==> config.mk <==
export PLATFORM = sky130hd
export DESIGN_NAME = vat_walker
export DESIGN_NICKNAME = d
export VERILOG_FILES = /design/src/rtl/vat_pkg.sv /design/src/rtl/vat_addr_gen.sv /design/src/rtl/vat_pte_check.sv /design/src/rtl/vat_walker.sv
export SDC_FILE = /design/constraint.sdc
export NUM_CORES = 1
export LEC_CHECK = 0
export ABC_AREA = 1
export ABC_CLOCK_PERIOD_IN_PS = 4000
export BUFFER_PORTS_ARGS = -buffer_cell sky130_fd_sc_hd__buf_2
export CAP_MARGIN = 30
export CORE_MARGIN = 5
export CORE_UTILIZATION = 56
export DETAILED_ROUTE_END_ITERATION = 16
export HOLD_SLACK_MARGIN = 0.03
export PLACE_DENSITY = 0.84
export SLEW_MARGIN = 5
export SYNTH_ARGS = -nofsm -noshare
export SYNTH_HDL_FRONTEND = slang
export SYNTH_HIERARCHICAL = 1
export SYNTH_SLANG_ARGS = --single-unit
==> constraint.sdc <==
create_clock -name clk -period 4 [get_ports clk]
set_clock_uncertainty 0.15 [all_clocks]
set_input_delay 0.2 -clock clk [delete_from_list [all_inputs] [get_ports clk]]
set_output_delay 0.2 -clock clk [all_outputs]
set_load 0.005 [all_outputs]
==> src/rtl/vat_pkg.sv <==
package vat_pkg;

    typedef enum logic [1:0] {
        F_NONE = 2'b00,
        F_PAGE = 2'b01,
        F_PROT = 2'b10
    } fault_e;

    typedef enum logic [2:0] {
        S_IDLE,
        S_L1,
        S_L1W,
        S_L2,
        S_L2W,
        S_MOD
    } walk_state_e;

    // Permission check on the access-control field of a final entry.
    function automatic fault_e perm_check(input logic [1:0] ac, input logic is_wr);
        case (ac)
            2'b10:   return F_NONE;
            2'b01:   return is_wr ? F_PROT : F_NONE;
            default: return F_PROT;
        endcase
    endfunction

endpackage

==> src/rtl/vat_addr_gen.sv <==
module vat_addr_gen #(
    parameter int VA_W       = 12,
    parameter int PA_W       = 16,
    parameter int PAGE_BYTES = 32,
    parameter int PTE_BYTES  = 2
) (
    input  logic [VA_W-1:0] va,
    input  logic [VA_W-1:0] ubr,
    input  logic [PA_W-1:0] sbr,
    output logic [VA_W-1:0] l1_va,
    output logic [PA_W-1:0] l1_pa
);
    localparam int OFF_W  = $clog2(PAGE_BYTES);
    localparam int PTE_SH = $clog2(PTE_BYTES);
    localparam int RVPN_W = VA_W - 1 - OFF_W;

    logic [RVPN_W-1:0] uvpn;
    logic [RVPN_W-1:0] svpn;
    logic [VA_W-1:0]   ptva;

    always_comb begin
        uvpn  = va[VA_W-2:OFF_W];
        ptva  = ubr + (VA_W'(uvpn) << PTE_SH);
        l1_va = va[VA_W-1] ? va : ptva;
        svpn  = l1_va[VA_W-2:OFF_W];
        l1_pa = sbr + (PA_W'(svpn) << PTE_SH);
    end
endmodule

==> src/rtl/vat_pte_check.sv <==
module vat_pte_check
    import vat_pkg::*;
#(
    parameter int WORD_W = 16,
    parameter int PFN_W  = 11
) (
    input  logic [WORD_W-1:0] pte,
    input  logic              is_wr,
    input  logic              final_lvl,
    output fault_e            flt,
    output logic [PFN_W-1:0]  pfn
);
    localparam int V_BIT  = WORD_W - 1;
    localparam int AC_HI  = WORD_W - 3;
    localparam int AC_LO  = WORD_W - 4;

    always_comb begin
        pfn = pte[PFN_W-1:0];
        if (!pte[V_BIT])
            flt = F_PAGE;
        else if (final_lvl)
            flt = perm_check(pte[AC_HI:AC_LO], is_wr);
        else
            flt = F_NONE;
    end
endmodule

==> src/rtl/vat_walker.sv <==
module vat_walker
    import vat_pkg::*;
#(
    parameter int VA_W       = 12,
    parameter int PA_W       = 16,
    parameter int PAGE_BYTES = 32,
    parameter int PTE_BYTES  = 2,
    parameter int WORD_W     = 16
) (
    input  logic              clk,
    input  logic              rst,
    input  logic              start,
    input  logic [VA_W-1:0]   va,
    input  logic              wr,
    input  logic [VA_W-1:0]   ubr,
    input  logic [PA_W-1:0]   sbr,
    output logic              busy,
    output logic              done,
    output logic [1:0]        fault,
    output logic [PA_W-1:0]   pa,
    output logic              mem_req,
    output logic              mem_we,
    output logic [PA_W-1:0]   mem_addr,
    output logic [WORD_W-1:0] mem_wdata,
    input  logic [WORD_W-1:0] mem_rdata
);
    localparam int OFF_W = $clog2(PAGE_BYTES);
    localparam int PFN_W = PA_W - OFF_W;
    localparam int M_BIT = WORD_W - 2;

    walk_state_e       state;
    logic [VA_W-1:0]   va_q, ubr_q;
    logic [PA_W-1:0]   sbr_q, l2_pa_q, pte_pa_q, pa_q;
    logic [WORD_W-1:0] pte_q;
    logic              wr_q, done_q;
    fault_e            fault_q;

    logic [VA_W-1:0]   l1_va;
    logic [PA_W-1:0]   l1_pa;
    fault_e            chk_flt;
    logic [PFN_W-1:0]  chk_pfn;
    logic              is_sys, final_lvl;

    assign is_sys    = va_q[VA_W-1];
    assign final_lvl = (state == S_L2W) || (state == S_L1W && is_sys);

    vat_addr_gen #(
        .VA_W(VA_W), .PA_W(PA_W), .PAGE_BYTES(PAGE_BYTES), .PTE_BYTES(PTE_BYTES)
    ) u_addr (
        .va(va_q), .ubr(ubr_q), .sbr(sbr_q), .l1_va(l1_va), .l1_pa(l1_pa)
    );

    vat_pte_check #(.WORD_W(WORD_W), .PFN_W(PFN_W)) u_chk (
        .pte(mem_rdata), .is_wr(wr_q), .final_lvl(final_lvl),
        .flt(chk_flt), .pfn(chk_pfn)
    );

    always_ff @(posedge clk) begin
        if (rst) begin
            state    <= S_IDLE;
            va_q     <= '0;
            ubr_q    <= '0;
            sbr_q    <= '0;
            wr_q     <= 1'b0;
            l2_pa_q  <= '0;
            pte_pa_q <= '0;
            pte_q    <= '0;
            pa_q     <= '0;
            done_q   <= 1'b0;
            fault_q  <= F_NONE;
        end else begin
            done_q <= 1'b0;
            case (state)
                S_IDLE: if (start) begin
                    va_q  <= va;
                    ubr_q <= ubr;
                    sbr_q <= sbr;
                    wr_q  <= wr;
                    state <= S_L1;
                end
                S_L1, S_L2: state <= (state == S_L1) ? S_L1W : S_L2W;
                S_L1W, S_L2W: begin
                    if (chk_flt != F_NONE) begin
                        fault_q <= chk_flt;
                        pa_q    <= '0;
                        done_q  <= 1'b1;
                        state   <= S_IDLE;
                    end else if (final_lvl) begin
                        pa_q     <= {chk_pfn, va_q[OFF_W-1:0]};
                        pte_q    <= mem_rdata;
                        pte_pa_q <= (state == S_L1W) ? l1_pa : l2_pa_q;
                        fault_q  <= F_NONE;
                        if (wr_q) begin
                            state <= S_MOD;
                        end else begin
                            done_q <= 1'b1;
                            state  <= S_IDLE;
                        end
                    end else begin
                        l2_pa_q <= {chk_pfn, l1_va[OFF_W-1:0]};
                        state   <= S_L2;
                    end
                end
                S_MOD: begin
                    done_q <= 1'b1;
                    state  <= S_IDLE;
                end
                default: state <= S_IDLE;
            endcase
        end
    end

    always_comb begin
        mem_req   = (state == S_L1) || (state == S_L2) || (state == S_MOD);
        mem_we    = (state == S_MOD);
        mem_wdata = pte_q | (WORD_W'(1) << M_BIT);
        case (state)
            S_L2:    mem_addr = l2_pa_q;
            S_MOD:   mem_addr = pte_pa_q;
            default: mem_addr = l1_pa;
        endcase
    end

    assign busy  = (state != S_IDLE);
    assign done  = done_q;
    assign fault = fault_q;
    assign pa    = pa_q;

    a_r9_done_pulse: assert property (@(posedge clk) disable iff (rst)
        done |=> !done);
    a_r9_done_after_busy: assert property (@(posedge clk) disable iff (rst)
        $rose(done) |-> $past(busy));
    a_r9_req_in_walk: assert property (@(posedge clk) disable iff (rst)
        mem_req |-> busy);
    a_r5_fault_zero_pa: assert property (@(posedge clk) disable iff (rst)
        (done && fault != 2'b00) |-> (pa == '0));
    a_r7_write_marks: assert property (@(posedge clk) disable iff (rst)
        mem_we |-> (mem_req && wr_q && mem_wdata[M_BIT]));
    a_r7_write_last: assert property (@(posedge clk) disable iff (rst)
        mem_we |=> (done && fault == 2'b00));
endmodule

# Word level (Yosys, flattened, before mapping)
# Cells that the tools add are included.
# classes
addsub	2
eq_ne	8
mux	21
n_bitwise	2
n_reduce_logical	14
# ops
cell	count
16-bit two-way mux	3
16-bit one-hot mux with 2 select lines	1
16-bit by 7-bit adder with 16-bit output	1
3-bit two-way mux	5
11-bit by 7-bit adder with 11-bit output	1
11-bit two-way mux	1
2-bit two-way mux	5
3-bit one-hot mux with 3 select lines	1
3-bit by 2-bit equality test with 1-bit output (second input constant)	2
3-bit equality test (second input constant)	2
3-bit AND reduction	2
2-bit one-hot mux with 2 select lines	1
2-bit AND reduction	2
2-bit nonzero test	2
2-bit OR reduction	2
3-bit by 1-bit equality test with 1-bit output (second input constant)	1
3-bit logical NOT	1
1-bit logical OR	3
1-bit two-way mux	3
3-bit nonzero test	1
2-bit by 1-bit equality test with 1-bit output (second input constant)	1
2-bit equality test (second input constant)	1
2-bit != test (second input constant)	1
1-bit inverter	2
other kinds (2)	2
# totals
reg_bits	110
out_inout_bits	54

# Logic depth before layout (Yosys ltp)
# depth
ltp_word	8
depth_mapped	22
mapped_depth_nobuf	22

# Cells and area by module
# The synthesis kept the hierarchy.
# by_module_without_submodules
module	n_inst	cells_per_inst	area_per_inst_um2
vat_walker	1	652	4708.3
vat_addr_gen	1	208	1137.3
vat_pte_check	1	21	120.1

# Worst setup path after synthesis
# Ideal clock, no wire load.
# synth_path
kind	reg2reg
start	reg va_q[5]
end	reg pte_pa_q[15]
setup_ns	0.116
t_arrival_ns	2.846
required_time_ns	3.734
slack_ns	0.888
path_stages_with_launch	22
path_buffers	0
cell_sequence	dfxtp_1 -> ha_1 -> fa_1 -> nand2_1 -> nand3_1 -> nand2_1 -> xor2_1 -> o21ai_1 -> ha_1 -> fa_1 -> nand3_1 -> nand2_2 -> nand2_2 -> nand2_2 -> nand2_2 -> nor2_2 -> nand2_1 -> nand2_1 -> nand3_1 -> nand2_1 -> o21ai_0 -> nor2_1
# synth_via
elab_chain_len	4
# synth_rtl
item	line_no	rtl
start, declared	vat_walker.sv:32	logic [VA_W-1:0] va_q, ubr_q;
start signal, assigned	vat_walker.sv:75	va_q <= va;
11-bit by 7-bit adder with 11-bit output	vat_addr_gen.sv:23	ptva = ubr + (VA_W'(uvpn) << PTE_SH);
11-bit two-way mux *	vat_addr_gen.sv:24	l1_va = va[VA_W-1] ? va : ptva;
named net l1_va[5]	vat_walker.sv:38	logic [VA_W-1:0] l1_va;
16-bit by 7-bit adder with 16-bit output *	vat_addr_gen.sv:26	l1_pa = sbr + (PA_W'(svpn) << PTE_SH);
named net l1_pa[15]	vat_walker.sv:39	logic [PA_W-1:0] l1_pa;
16-bit two-way mux *	vat_walker.sv:91	pte_pa_q <= (state == S_L1W) ? l1_pa : l2_pa_q;
end signal, assigned	vat_walker.sv:91	
end, declared	vat_walker.sv:33	logic [PA_W-1:0] sbr_q, l2_pa_q, pte_pa_q, pa_q;
# Mark *: on every way through the listed nets, which the timed path passes. The rest lies on a longest branch.
# A chain may end at the register's enable or synchronous reset.

# Worst setup path after layout
# layout_path
start	reg va_q[5]
end	out mem_addr[7]
# layout_via
elab_chain_len	4
# layout_rtl
item	line_no	rtl
11-bit by 7-bit adder with 11-bit output	vat_addr_gen.sv:23	
11-bit two-way mux *	vat_addr_gen.sv:24	
named net l1_va[5]	vat_walker.sv:38	
16-bit by 7-bit adder with 16-bit output *	vat_addr_gen.sv:26	
named net l1_pa[7]	vat_walker.sv:39	
16-bit one-hot mux with 2 select lines *	vat_walker.sv:117	case (state)
end, declared	vat_walker.sv:23	output logic [PA_W-1:0] mem_addr,
# Marks and branches as above.

==> run summary <==
========================================================================================
Synth-to-layout area growth                                                        20.8%
Global placer's final weighted congestion                                          0.875
Final critical path time including I/O delays and setup                          3.72 ns
Met2 GRT Util                                                                      43.9%
Worst min-delay path category                                                     in2reg
Initial DRC count                                                                    507
Number of top-level pins                                                             114
Endpoint type of the worst setup path                                       primary output
Via count of the routed design                                                     6,006
Total power                                                                    0.00263 W
Synth warnings                                                                         6
Number of levels the H-tree was split into                                             3
Unrepaired setup endpoints after global routing                                    false
Worst hold margin                                                              0.0565 ns
Critical-path cell list                                                     ha_2 > fa_2 > nand2_1 > nand3_1 > nand2_1 > xor2_1 > o21ai_1 > ha_1 > fa_2 > nand3_1 > nand2_2 > a21oi_1 > xnor2_1 > nand2_1 > o211ai_1 > buf_2
Final cycle utilization of the critical path                                       93.0%
Type of the worst setup path                                                     reg2out
Std-Cell Core Area                                                            10,300 µm²
Combined global-route utilization of all metal layers                              26.2%
Drc violations                                                                         0
Clock-pin slew on the worst setup and hold paths                                 0.11 ns
WP data arrival                                                                  3.37 ns
Slew at the pin closest to its max-slew limit                                   0.743 ns
Post-Synthesis Net Count                                                             944
Die Area                                                                      12,700 µm²
Slew HR                                                                            50.3%
Crit-path max cell delay                                                         0.37 ns
Number of pins with negative max-slew slack in the final report                        0
Busiest grt layer                                                                   met2
CTS root buffer                                                                 clkbuf_8
Setup_tns                                                                           0 ns
Worst setup path startpoint                                                 va_q[5]$_SDFFE_PP0P_
Number of placement rows                                                              37
Die Span X                                                                        113 µm
Final hold violation count                                                             0
Slowest library cell on the worst path                                              fa_2
Via count of the first global-routing pass                                         5,764
Met3 usage in global routing                                                       6.20%
Utilization after layout                                                           69.3%
Leakage power of the design                                                      3.36 nW
Cell type with the highest occurrence count on the critical path                 nand2_1
# setup viols final                                                                    0
Congestion Overflow GR                                                                 0
Wire length reported by the detailed router                                    16,600 µm
Chip Height                                                                       113 µm
Wire length per cell                                                             14.6 µm
Maximum count of clock buffers along a single path                                     2
Synthesized area                                                                5890 µm²
Vias/cell                                                                           5.30
Power density cells                                                           369 nW/µm²
Fin nets                                                                           1,066
Number of buffers inserted during clock tree synthesis                                 9
Max frequency                                                                  0.269 GHz
Total half-perimeter wirelength after legalization and detailed placement      10,500 µm
Pin count of the biggest net entering global routing                                  70
Critical Path RT                                                                 3.65 ns
Number of antenna violations at the first check in global routing                      0
Clock tree from TritonCTS                                                            yes
Residual antenna-violating net count after detailed routing                            0
ANT cells                                                                              0
Gate count of the mapped netlist                                                     870
GRT met1 Usage                                                                     32.7%
Global-route wire length before repair                                         27,500 µm
Worst Setup Slack post-DPL                                                      0.577 ns
Source of the worst hold timing path                                               start
Effective utilization at floorplan                                                 57.3%
IO buf count                                                                         110
Number of maximum-capacitance violations                                               0
DR pass1 iterations                                                                    6
PnR worst setup slack                                                           0.279 ns
VDD IR max                                                                        263 µV
Layout cells sized above 1                                                         17.9%
Reg-to-Reg Start                                                            va_q[5]$_SDFFE_PP0P_
Run status                                                                  finished clean
Startpoint types                                                               flip-flop
Mean Syn Cell Area                                                              6.77 µm²
Highest fanout seen on the critical path                                               3
Clock tree sinks                                                                     109
Minimum setup slack among reg-to-reg paths                                       0.77 ns
Clock latency of the later-clocked register in the worst-skew pair               0.38 ns
========================================================================================
==> worst max-delay path, delay by kind of cell (launching register included) <==
| kind | cells | cell delay, ns |
|---|---|---|
| buffers and inverters | 1 | 0.18 |
| AND/OR/NAND/NOR | 6 | 0.57 |
| XOR/XNOR | 2 | 0.35 |
| adder cells (fa/ha/maj) | 4 | 1.15 |
| flip-flops | 1 | 0.34 |
| AO/OA/AOI/OAI | 3 | 0.38 |
==> timing repair <==
item	CTS	global route
setup buffers	0	0
resized for setup	0	3
endpoints found under the setup margin	0	6
hold buffers	54	0
hold endpoints to repair	73	0
==> layer usage <==
layer | vias to the layer above | part of all wire, %
li1 | 3037 | -
met1 | 2680 | 41
met2 | 242 | 48
met3 | 47 | 8.1
met4 | 0 | 3.0
met5 | - | 0
==> layout make-up <==
class / count / area, µm²
clock inverter: 6 / 86.3
clock buffer: 10 / 138
multi-input combinational: 602 / 3020
inverter: 97 / 364
sequential: 109 / 2180
fill: 854 / 3160
timing repair buffer: 173 / 1160
tap: 136 / 170
==> report_power, final <==
part	switching [W]	total (W)	leakage, nW	internal, W
combinational	0.000403	0.000666	2.36	0.000263
sequential	0.0000665	0.00122	0.889	0.00115
clock	0.000415	0.000741	0.114	0.000326
total	0.000885	0.00263	3.36	0.00174
==> state kept, by name, indices dropped and copies added, names as in the netlist <==
name,cells
pte_q,15
va_q,12
done,1
ubr_q,11
pa,16
fault,2
pte_pa_q,16
l2_pa_q,16
state,3
wr_q,1
sbr_q,16
==> final timing paths <==
| check | end | cells after the start |
|---|---|---|
| min reg2reg | sbr_q[3]$_SDFFE_PP0P_ | 2 |
| max reg2reg | pte_pa_q[15]$_SDFFE_PP0P_ | 21 |
| max | mem_addr[7] | 16 |
| min | state[1]$_SDFFE_PP0P_ | 3 |
==> placed cells by master (no fill, tap or decap), drive strengths merged <==
| cell | instances |
|---|---|
| conb | 1 |
| o21bai | 1 |
| nand4 | 17 |
| nand2 | 229 |
| o211ai | 16 |
| o21ai | 62 |
| dfxtp | 109 |
| ha | 12 |
| clkbuf | 10 |
| nor2 | 78 |
| dlygate4sd3 | 54 |
| bufinv | 1 |
| nand3b | 1 |
| a21oi | 103 |
| fa | 2 |
| nand3 | 66 |
| or2 | 2 |
| a31oi | 1 |
| inv | 97 |
| xnor2 | 2 |
| xor2 | 9 |
| buf | 119 |
| clkinv | 5 |
==> stage by stage <==
step	instances	instance area [µm²]
2_1_floorplan	870	5890
3_3_place_gp	1063	6350
3_5_place_dp	1063	6350
4_1_cts	1133	7110
5_1_grt	1133	7120
6_report	1133	7120
(Power assumes the default switching activity.)
